[src/rtl/btms_pkg.sv]
package btms_pkg;
  typedef enum logic [2:0] {
    OP_TEST    = 3'd0,
    OP_SET     = 3'd1,
    OP_CLR     = 3'd2,
    OP_FLIP    = 3'd3,
    OP_AND     = 3'd4,
    OP_SCAN_LO = 3'd5,
    OP_SCAN_HI = 3'd6,
    OP_PASS    = 3'd7
  } btms_op_e;
endpackage

[src/rtl/btms_bitmod.sv]
module btms_bitmod
  import btms_pkg::*;
#(
  parameter int unsigned DW = 64,
  localparam int unsigned IW = $clog2(DW)
) (
  input  logic [DW-1:0] opnd_i,
  input  logic [IW-1:0] idx_i,
  input  btms_op_e      op_i,
  output logic [DW-1:0] res_o,
  output logic          bit_o
);
  logic [DW-1:0] sel;

  for (genvar g = 0; g < DW; g++) begin : g_dec
    assign sel[g] = (idx_i == IW'(g));
  end

  always_comb begin
    bit_o = |(opnd_i & sel);
    unique case (op_i)
      OP_SET:  res_o = opnd_i | sel;
      OP_CLR:  res_o = opnd_i & ~sel;
      OP_FLIP: res_o = opnd_i ^ sel;
      default: res_o = opnd_i;
    endcase
  end

  // exactly one bit selected for any index value
  always_comb begin
    a_r5_sel_onehot: assert ($onehot(sel)) else $error("bit select not one-hot");
  end
endmodule

[src/rtl/btms_scan.sv]
module btms_scan #(
  parameter int unsigned DW = 64,
  parameter bit HIGH_FIRST = 1'b0,
  localparam int unsigned IW = $clog2(DW)
) (
  input  logic [DW-1:0] src_i,
  output logic [IW-1:0] idx_o,
  output logic          found_o
);
  assign found_o = |src_i;

  if (HIGH_FIRST) begin : g_hi
    always_comb begin
      idx_o = '0;
      for (int i = 0; i < DW; i++) begin
        if (src_i[i]) idx_o = IW'(i);
      end
    end
  end else begin : g_lo
    always_comb begin
      idx_o = '0;
      for (int i = DW-1; i >= 0; i--) begin
        if (src_i[i]) idx_o = IW'(i);
      end
    end
  end

  // the reported position holds a set bit
  always_comb begin
    if (found_o) begin
      a_r8_pos_is_set: assert (src_i[idx_o]) else $error("scan index on clear bit");
    end
  end
endmodule

[src/rtl/btms_unit.sv]
module btms_unit
  import btms_pkg::*;
#(
  parameter int unsigned DW = 64,
  localparam int unsigned IW = $clog2(DW)
) (
  input  logic          clk,
  input  logic          rst_n,
  input  logic          in_vld,
  input  logic [2:0]    op_i,
  input  logic [DW-1:0] opa_i,
  input  logic [DW-1:0] opb_i,
  output logic          out_vld,
  output logic [DW-1:0] res_o,
  output logic [IW-1:0] pos_o,
  output logic          cf_o,
  output logic          zf_o,
  output logic          sf_o
);
  logic [1:0] rst_sync;
  logic       rst_ok;

  always_ff @(posedge clk or negedge rst_n) begin
    if (!rst_n) rst_sync <= 2'b00;
    else        rst_sync <= {rst_sync[0], 1'b1};
  end
  assign rst_ok = rst_sync[1];

  btms_op_e op;
  assign op = btms_op_e'(op_i);

  logic [DW-1:0] mod_res;
  logic          sel_bit;
  logic [IW-1:0] lo_idx, hi_idx;
  logic          lo_found, hi_found;
  logic [DW-1:0] and_w;

  btms_bitmod #(.DW(DW)) u_mod (
    .opnd_i (opa_i),
    .idx_i  (opb_i[IW-1:0]),
    .op_i   (op),
    .res_o  (mod_res),
    .bit_o  (sel_bit)
  );

  btms_scan #(.DW(DW), .HIGH_FIRST(1'b0)) u_scan_lo (
    .src_i   (opa_i),
    .idx_o   (lo_idx),
    .found_o (lo_found)
  );

  btms_scan #(.DW(DW), .HIGH_FIRST(1'b1)) u_scan_hi (
    .src_i   (opa_i),
    .idx_o   (hi_idx),
    .found_o (hi_found)
  );

  assign and_w = opa_i & opb_i;

  logic [DW-1:0] res_d;
  logic [IW-1:0] pos_d;
  logic          cf_d, zf_d, sf_d;

  always_comb begin
    res_d = res_o;
    pos_d = pos_o;
    cf_d  = cf_o;
    zf_d  = zf_o;
    sf_d  = sf_o;
    if (in_vld) begin
      unique case (op)
        OP_TEST, OP_SET, OP_CLR, OP_FLIP: begin
          res_d = mod_res;
          cf_d  = sel_bit;
        end
        OP_AND: begin
          res_d = opa_i;
          cf_d  = 1'b0;
          zf_d  = ~|and_w;
          sf_d  = and_w[DW-1];
        end
        OP_SCAN_LO: begin
          res_d = opa_i;
          zf_d  = ~lo_found;
          if (lo_found) pos_d = lo_idx;
        end
        OP_SCAN_HI: begin
          res_d = opa_i;
          zf_d  = ~hi_found;
          if (hi_found) pos_d = hi_idx;
        end
        default: res_d = opa_i;
      endcase
    end
  end

  always_ff @(posedge clk or negedge rst_n) begin
    if (!rst_n) begin
      out_vld <= 1'b0;
    end else if (!rst_ok) begin
      out_vld <= 1'b0;
    end else begin
      out_vld <= in_vld;
    end
  end

  always_ff @(posedge clk or negedge rst_n) begin
    if (!rst_n) begin
      res_o <= '0;
      pos_o <= '0;
      cf_o  <= 1'b0;
      zf_o  <= 1'b0;
      sf_o  <= 1'b0;
    end else if (rst_ok && in_vld) begin
      res_o <= res_d;
      pos_o <= pos_d;
      cf_o  <= cf_d;
      zf_o  <= zf_d;
      sf_o  <= sf_d;
    end
  end

  // strobe follows request by one cycle
  a_r2_vld_follows: assert property (@(posedge clk) disable iff (!rst_ok)
    in_vld |=> out_vld);
  // idle cycles keep all results
  a_r2_idle_hold: assert property (@(posedge clk) disable iff (!rst_ok)
    !in_vld |=> (!out_vld && $stable(res_o) && $stable(pos_o)
                 && $stable(cf_o) && $stable(zf_o) && $stable(sf_o)));
  // plain test leaves the operand intact
  a_r3_test_keeps: assert property (@(posedge clk) disable iff (!rst_ok)
    (in_vld && op == OP_TEST) |=> res_o == $past(opa_i));
  // modify touches at most one bit
  a_r4_one_bit: assert property (@(posedge clk) disable iff (!rst_ok)
    (in_vld && (op == OP_SET || op == OP_CLR || op == OP_FLIP))
    |=> $countones(res_o ^ $past(opa_i)) <= 1);
  // zero scan source raises ZF and holds the position
  a_r10_zero_scan: assert property (@(posedge clk) disable iff (!rst_ok)
    (in_vld && (op == OP_SCAN_LO || op == OP_SCAN_HI) && opa_i == '0)
    |=> (zf_o && pos_o == $past(pos_o)));
  // bit operations hold ZF and SF
  a_r11_bitop_hold: assert property (@(posedge clk) disable iff (!rst_ok)
    (in_vld && (op == OP_TEST || op == OP_SET || op == OP_CLR || op == OP_FLIP))
    |=> ($stable(zf_o) && $stable(sf_o) && $stable(pos_o)));
endmodule

[config.mk]
export PLATFORM = sky130hd
export DESIGN_NAME = btms_unit
export DESIGN_NICKNAME = d
export VERILOG_FILES = /design/src/rtl/btms_pkg.sv /design/src/rtl/btms_bitmod.sv /design/src/rtl/btms_scan.sv /design/src/rtl/btms_unit.sv
export SDC_FILE = /design/constraint.sdc
export NUM_CORES = 1
export LEC_CHECK = 0
export ABC_AREA = 0
export CAP_MARGIN = 10
export CORE_MARGIN = 1.5
export CORE_UTILIZATION = 40
export CTS_CLUSTER_DIAMETER = 150
export CTS_CLUSTER_SIZE = 20
export DETAILED_ROUTE_END_ITERATION = 6
export PLACE_DENSITY_LB_ADDON = 0.1
export RECOVER_POWER = 100
export SYNTH_ARGS = -nofsm -noshare
export SYNTH_HDL_FRONTEND = slang
export SYNTH_HIERARCHICAL = 1
export SYNTH_SLANG_ARGS = --single-unit
[constraint.sdc]
create_clock -name clk -period 1.6 [get_ports clk]
set_input_delay 0.32 -clock clk [delete_from_list [all_inputs] [get_ports clk]]
set_output_delay 0.32 -clock clk [all_outputs]
set_load 0.03 [all_outputs]
# Word level (Yosys, flattened, before mapping)
# Cells that the tools add are included.
classes:
  n_eq_ne: 71
  muxes: 135
  bitwise: 7
  reduce_logical: 17
ops:
  columns: ["op", "count"]
  rows:
  - ["6-bit two-way mux", 98]
  - ["64-bit bitwise AND", 3]
  - ["6-bit == test, second input constant", 32]
  - ["64-bit one-hot mux with 3 select lines", 1]
  - ["64-bit OR reduction", 3]
  - ["6-bit by 5-bit == test with 1-bit output, second input constant", 16]
  - ["5-bit two-way mux", 16]
  - ["64-bit two-way mux", 1]
  - ["64-bit NOT", 1]
  - ["64-bit bitwise OR", 1]
  - ["64-bit XOR", 1]
  - ["6-bit by 4-bit == test with 1-bit output, second input constant", 8]
  - ["4-bit two-way mux", 8]
  - ["6-bit by 3-bit == test with 1-bit output, second input constant", 4]
  - ["6-bit by 2-bit == test with 1-bit output, second input constant", 2]
  - ["3-bit two-way mux", 4]
  - ["6-bit one-hot mux with 2 select lines", 1]
  - ["3-bit == test, second input constant", 3]
  - ["3-bit AND reduction", 3]
  - ["3-bit by 2-bit == test with 1-bit output, second input constant", 2]
  - ["6-bit by 1-bit == test with 1-bit output, second input constant", 1]
  - ["6-bit logical NOT", 1]
  - ["2-bit nonzero test", 3]
  - ["5-bit AND reduction", 1]
  - ["12 further kinds", 16]
totals:
  reg_bits: 76
  inputBits: 134
  out_inout_bits: 74
  wordCells: 237

# Logic depth before layout (Yosys ltp)
logic_depth:
  ltp_word: 66
  mapped_depth: 11
  depth_no_buf: 10

# Modules after synthesis
# The synthesis kept the hierarchy.
modules_own_cells:
  columns: ["mod", "n_inst", "cells_each", "area_each_um2", "seq_area_each_um2"]
  rows:
  - ["btms_bitmod", 1, 762, 5624.1, 0.0]
  - ["btms_unit", 1, 376, 3838.7, 1901.8]
  - ["btms_scan (u_scan_lo)", 1, 145, 887.1, 0.0]
  - ["btms_scan (u_scan_hi)", 1, 146, 852.1, 0.0]

# Worst setup path before layout
# No wires, ideal clock.
synth_timing:
  kind: "input -> register"
  start: "input opb_i[5]"
  end: "register cf_o"
  setup_time_ns: 0.122
  arrival_time_ns: 2.119
  t_required_ns: 1.478
  setup_slack_ns: -0.641
  stages: 8
  n_path_buf: 1
  cell_sequence: "nand2b_1 -> clkbuf_1 -> nor2_1 -> ha_1 -> nor4_1 -> nand4_1 -> or4_1 -> a32o_1"
synth_via:
  elab_chain_len: 4
  elab_cells_between_ends: 67
  classes_between: "eq/ne: 63; mux: 1; bitwise: 1; reduce/logical: 2"
synth_rtl:
  columns: ["element", "line_no", "rtl"]
  rows:
  - ["start: declaration", "btms_unit.sv:12", "input logic [DW-1:0] opb_i,"]
  - ["6-bit by 1-bit == test with 1-bit output (tied with other cells)", "btms_bitmod.sv:16", "assign sel[g] = (idx_i == IW'(g));"]
  - ["64-bit bitwise AND (*)", "btms_bitmod.sv:20", "bit_o = |(opnd_i & sel);"]
  - ["64-bit OR reduction (*)", "btms_bitmod.sv:20", null]
  - ["named net sel_bit", "btms_unit.sv:33", "logic sel_bit;"]
  - ["1-bit one-hot mux with 2 select lines (*)", "btms_unit.sv:71", "unique case (op)"]
  - ["end signal: assignment", "btms_unit.sv:111", "cf_o <= 1'b0;"]
  - ["end signal: assignment", "btms_unit.sv:117", "cf_o <= cf_d;"]
  - ["end: declaration", "btms_unit.sv:16", "output logic cf_o,"]
# The timed path passes the listed nets; every way through them passes the cells marked *.
# A chain may end at the register's enable or synchronous reset.

# Worst setup path in the final report
layout_timing:
  start: "input opa_i[61]"
  end: "register pos_o[0]"
layout_via:
  elab_cells_between_ends: 72
  classes_between: "eq/ne: 2; mux: 68; reduce/logical: 2"
layout_lines:
  columns: ["element", "line_no", "rtl"]
  rows:
  - ["start: declaration", "btms_unit.sv:11", "input logic [DW-1:0] opa_i,"]
  - ["64-bit OR reduction (*)", "btms_scan.sv:10", "assign found_o = |src_i;"]
  - ["named net lo_found", "btms_unit.sv:35", "logic lo_found, hi_found;"]
  - ["2-bit != test (no source line)", null, null]
  - ["5-bit AND reduction (no source line) (*)", null, null]
  - ["end signal: assignment", "btms_unit.sv:116", "pos_o <= pos_d;"]
  - ["end: declaration", "btms_unit.sv:15", "output logic [IW-1:0] pos_o,"]
# The timed path passes the listed nets; every way through them passes the cells marked *. The select of a mux whose other input is x is not followed.

==> results.py <==
metrics = {
    "yosys": {
        "ys_ff_latch": 76,
        "synth_edf_count": 0,
        "synthArstFlopShare_pct": 100,
        "syn_area_per_cell_um2": 7.84,
        "netlist-cell-type-count": 72,
        "syn_nets": 1755,
        "ys_seq_area_share_pct": 17.0,
        "synth_cells": 1429,
        "synth_top_cell_by_area": "ha_1",
        "synth_area_leaders": "ha_1 21%, dfrtp_1 17%, mux2i_1 6.3%",
        "synth_flop_cell": "dfrtp_1",
        "synth.top_cell.area_share_pct": 21.4,
        "yosys_warnings": 6,
        "synth_area_um2": 11200,
    },
    "worst_setup_path": {
        "cp_max_fo": 6,
        "required_ns": 1.84,
        "critPathSlowestCell": "or4_4",
        "crit_type": "in -> reg",
        "cp_top_family": "simple AND/OR/NAND/NOR gates",
        "end_kind": "flop",
        "path_buf_inv": 1,
        "crit_chain": "buf_8 > or4_4 > nor4b_4 > nand3_2 > nor2_2 > nand3b_1 > nor2b_4 > a22oi_2 > nor2_4 > nor2_1 > a21oi_1",
        "slowest_delay_ns": 0.56,
        "critPathArrivalTime_ns": 2.42,
        "start_kind": "input pin",
    },
    "detailed_routing": {
        "wirelength_um": 56500,
        "vias_per_cell": 5.73,
        "vias": 13600,
        "firstDrtPassIters": 6,
        "avgRoutedWirePerCell_um": 23.8,
        "drt_iter0_drc": 1227,
        "ant_nets": 0,
        "remaining_drc_errors": 0,
    },
    "cts": {
        "clk_path_buf_depth": 2,
        "cts_buffers": 9,
        "clk_latency_ns": 0.37,
        "clk_pin_slew_ns": 0.07,
        "clock-sinks": 76,
        "cts_root_buffer": "clkbuf_16",
        "tritoncts": "done",
        "cts.htree.levels": 3,
    },
    "layout": {
        "area_growth_pct": 75.3,
        "drive_above_1_share_pct": 40.8,
        "diodes": 0,
        "utilization_pct": 70.9,
        "fin_nets": 2317,
        "nFillCells": 2162,
    },
    "grt": {
        "grt_max_degree": 77,
        "grt_pass1_vias": 13200,
        "antenna_found_initial": 0,
        "grt_first_pass_wirelength_um": 81800,
        "overflow": 0,
        "grt_util_all_layers_pct": 38.3,
    },
    "sta": {
        "slew_headroom_pct": 43.2,
        "hold_slack_ns": 0.347,
        "period_minus_slack_ns": 2.18,
        "fin_skew_ns": 0.00932,
        "setup_viol": 72,
        "tns_ns": -24.51,
        "fin_crit_sh_pct": 136,
        "tightestPinTransition_ns": 0.852,
        "slew_viol_final": 0,
        "setup_ws_ns": -0.576,
        "fmax_ghz": 0.459,
        "grt_setup_unrepaired": "true",
        "hold_viol_final": 0,
    },
    "power": {
        "p_leak_uw": 0.00940,
        "total_power_uw": 9800,
        "p_comb_share_pct": 52.4,
        "intPower_uw": 5830,
        "p_per_area_nw_per_um2": 499,
        "seqPwrFrac_pct": 24.4,
        "p_clk_share_pct": 23.2,
        "power_switching_uw": 3980,
        "irDropWorstVdd_uv": 433,
        "sw_frac_of_total_pct": 40.6,
    },
    "floorplan": {
        "core-area_um2": 27700,
        "num_io_pins": 208,
        "rows": 61,
        "die-area_um2": 29000,
        "start_util_pct": 40.4,
        "die_x_um": 170,
        "die_y_um": 170,
    },
    "placed_design": {
        "port_buffers": 207,
        "dp_slack_ns": -1.51,
        "dp_hpwl_um": 42300,
        "gp_congestion": 1.01,
    },
    "outcome": {
        "violations": "negative setup slack",
        "outcome": "finished, violations left",
    },
    "run": {
        "maxCapViolCount": 0,
    },
    "hold_path": {
        "hp-class": "in -> reg",
    },
}
==> area by class of cell <==
type	count	area, um^2	area share, %
Multi-Input combinational cell	1185	10800	54.8
Timing Repair Buffer	625	5820	29.7
Sequential cell	76	1900	9.68
Tap cell	378	473	2.41
Inverter	94	363	1.85
Clock buffer	13	270	1.38
Clock inverter	3	43.8	0.223
==> cell usage after synthesis, types with 16 or more instances <==
cell	instances
a21oi_1	88
a22oi_1	20
a2bb2oi_1	64
buf_2	31
clkbuf_1	31
dfrtp_1	76
ha_1	192
inv_1	94
mux2_1	50
mux2i_1	70
nand2_1	161
nand3_1	16
nor2_1	186
nor3_1	26
nor4_1	45
o21ai_0	61
o21ai_1	23
==> cells by family (layout without fill, tap and decap cells) <==
kind of cell | count (synthesis) | count (layout) | synth area share (%)
AND/OR/NAND/NOR | 522 | 523 | 22.2
AO/OA/AOI/OAI | 334 | 334 | 19.9
adder cells (fa/ha/maj) | 192 | 192 | 21.4
buffers and inverters | 169 | 735 | 6.65
multiplexers | 134 | 134 | 12.7
flip-flops | 76 | 76 | 17.0
other | 1 | 1 | 0.0335
XOR/XNOR | 1 | 1 | 0.0782
==> power groups by stage <==
stage	Sequential, uW	Clock (uW)	Combinational (uW)
floorplan	3010	0	1730
global placement	2420	0	4680
detailed placement	2430	0	4750
CTS	2380	2310	4960
global route	2420	2380	5430
finish	2390	2270	5140
==> final timing paths <==
kind | from | endpoint | slack, ns | cells after the start
setup / recovery | opa_i[61] | pos_o[0]$_DFFE_PN0P_ | -0.58 | 11
hold / removal | opa_i[38] | res_o[38]$_DFFE_PN0P_ | 0.35 | 3
setup reg to reg | rst_sync[1]$_DFF_PN0_ | res_o[60]$_DFFE_PN0P_ | 0.10 | 5
hold reg to reg | rst_sync[0]$_DFF_PN0_ | rst_sync[1]$_DFF_PN0_ | 0.35 | 0
max in group asynchronous | rst_n | res_o[7]$_DFFE_PN0P_ | 0.30 | 3
min in group asynchronous | rst_n | out_vld$_DFF_PN0_ | 0.66 | 3
==> flip-flops by register name (all words and copies together), names as in the netlist <==
name,count
res_o,64
pos_o,6
rst_sync,2
cf_o,1
out_vld,1
sf_o,1
zf_o,1
==> tightest hold or removal path, delay by kind of cell <==
family | cells | cell delay (ns)
buf+inv | 1 | 0.14
mux | 1 | 0.08
compound gates | 1 | 0.12
==> cells in the final DEF, fill, tap and decap left out, drive strengths merged, types with 16 or more instances in the layout <==
cell,netlist,routed
buf,44,440
ha,192,192
nor2,189,190
nand2,163,163
dlygate4sd2,0,103
inv,94,94
a21oi,88,88
o21ai,84,84
dfrtp,76,76
mux2i,70,70
mux2,64,64
a2bb2oi,64,64
clkdlybuf4s50,0,60
nor4,53,53
nor3,27,27
clkbuf,31,25
a22oi,20,20
nand3,18,18
nor2b,16,16
==> layer usage <==
layer	routed length [um]	share of wire, %	GRT usage, %	up-vias
met5	0	0	0	-
met4	2870	5.1	19.0	0
met3	4580	8.1	6.79	121
met2	25100	44	59.9	694
met1	24000	42	50.5	6587
li1	-	-	-	6202
==> per-stage QoR <==
step / cells / cell area [um^2]
finish: 2374 / 19600
global route: 2374 / 19600
floorplan: 1429 / 12100
CTS: 2352 / 19300
global placement: 2280 / 17000
detailed placement: 2280 / 17000
==> repair_timing <==
item | 4_1_cts | 5_1_grt
pin swaps | 169 | 101
cloned | 3 | 1
hold buffers | 0 | 1
setup buffers | 55 | 25
resized for setup | 559 | 82
hold endpoints to repair | 0 | 1
endpoints found under the setup margin | 146 | 72
Power figures use the tool's default switching activity.
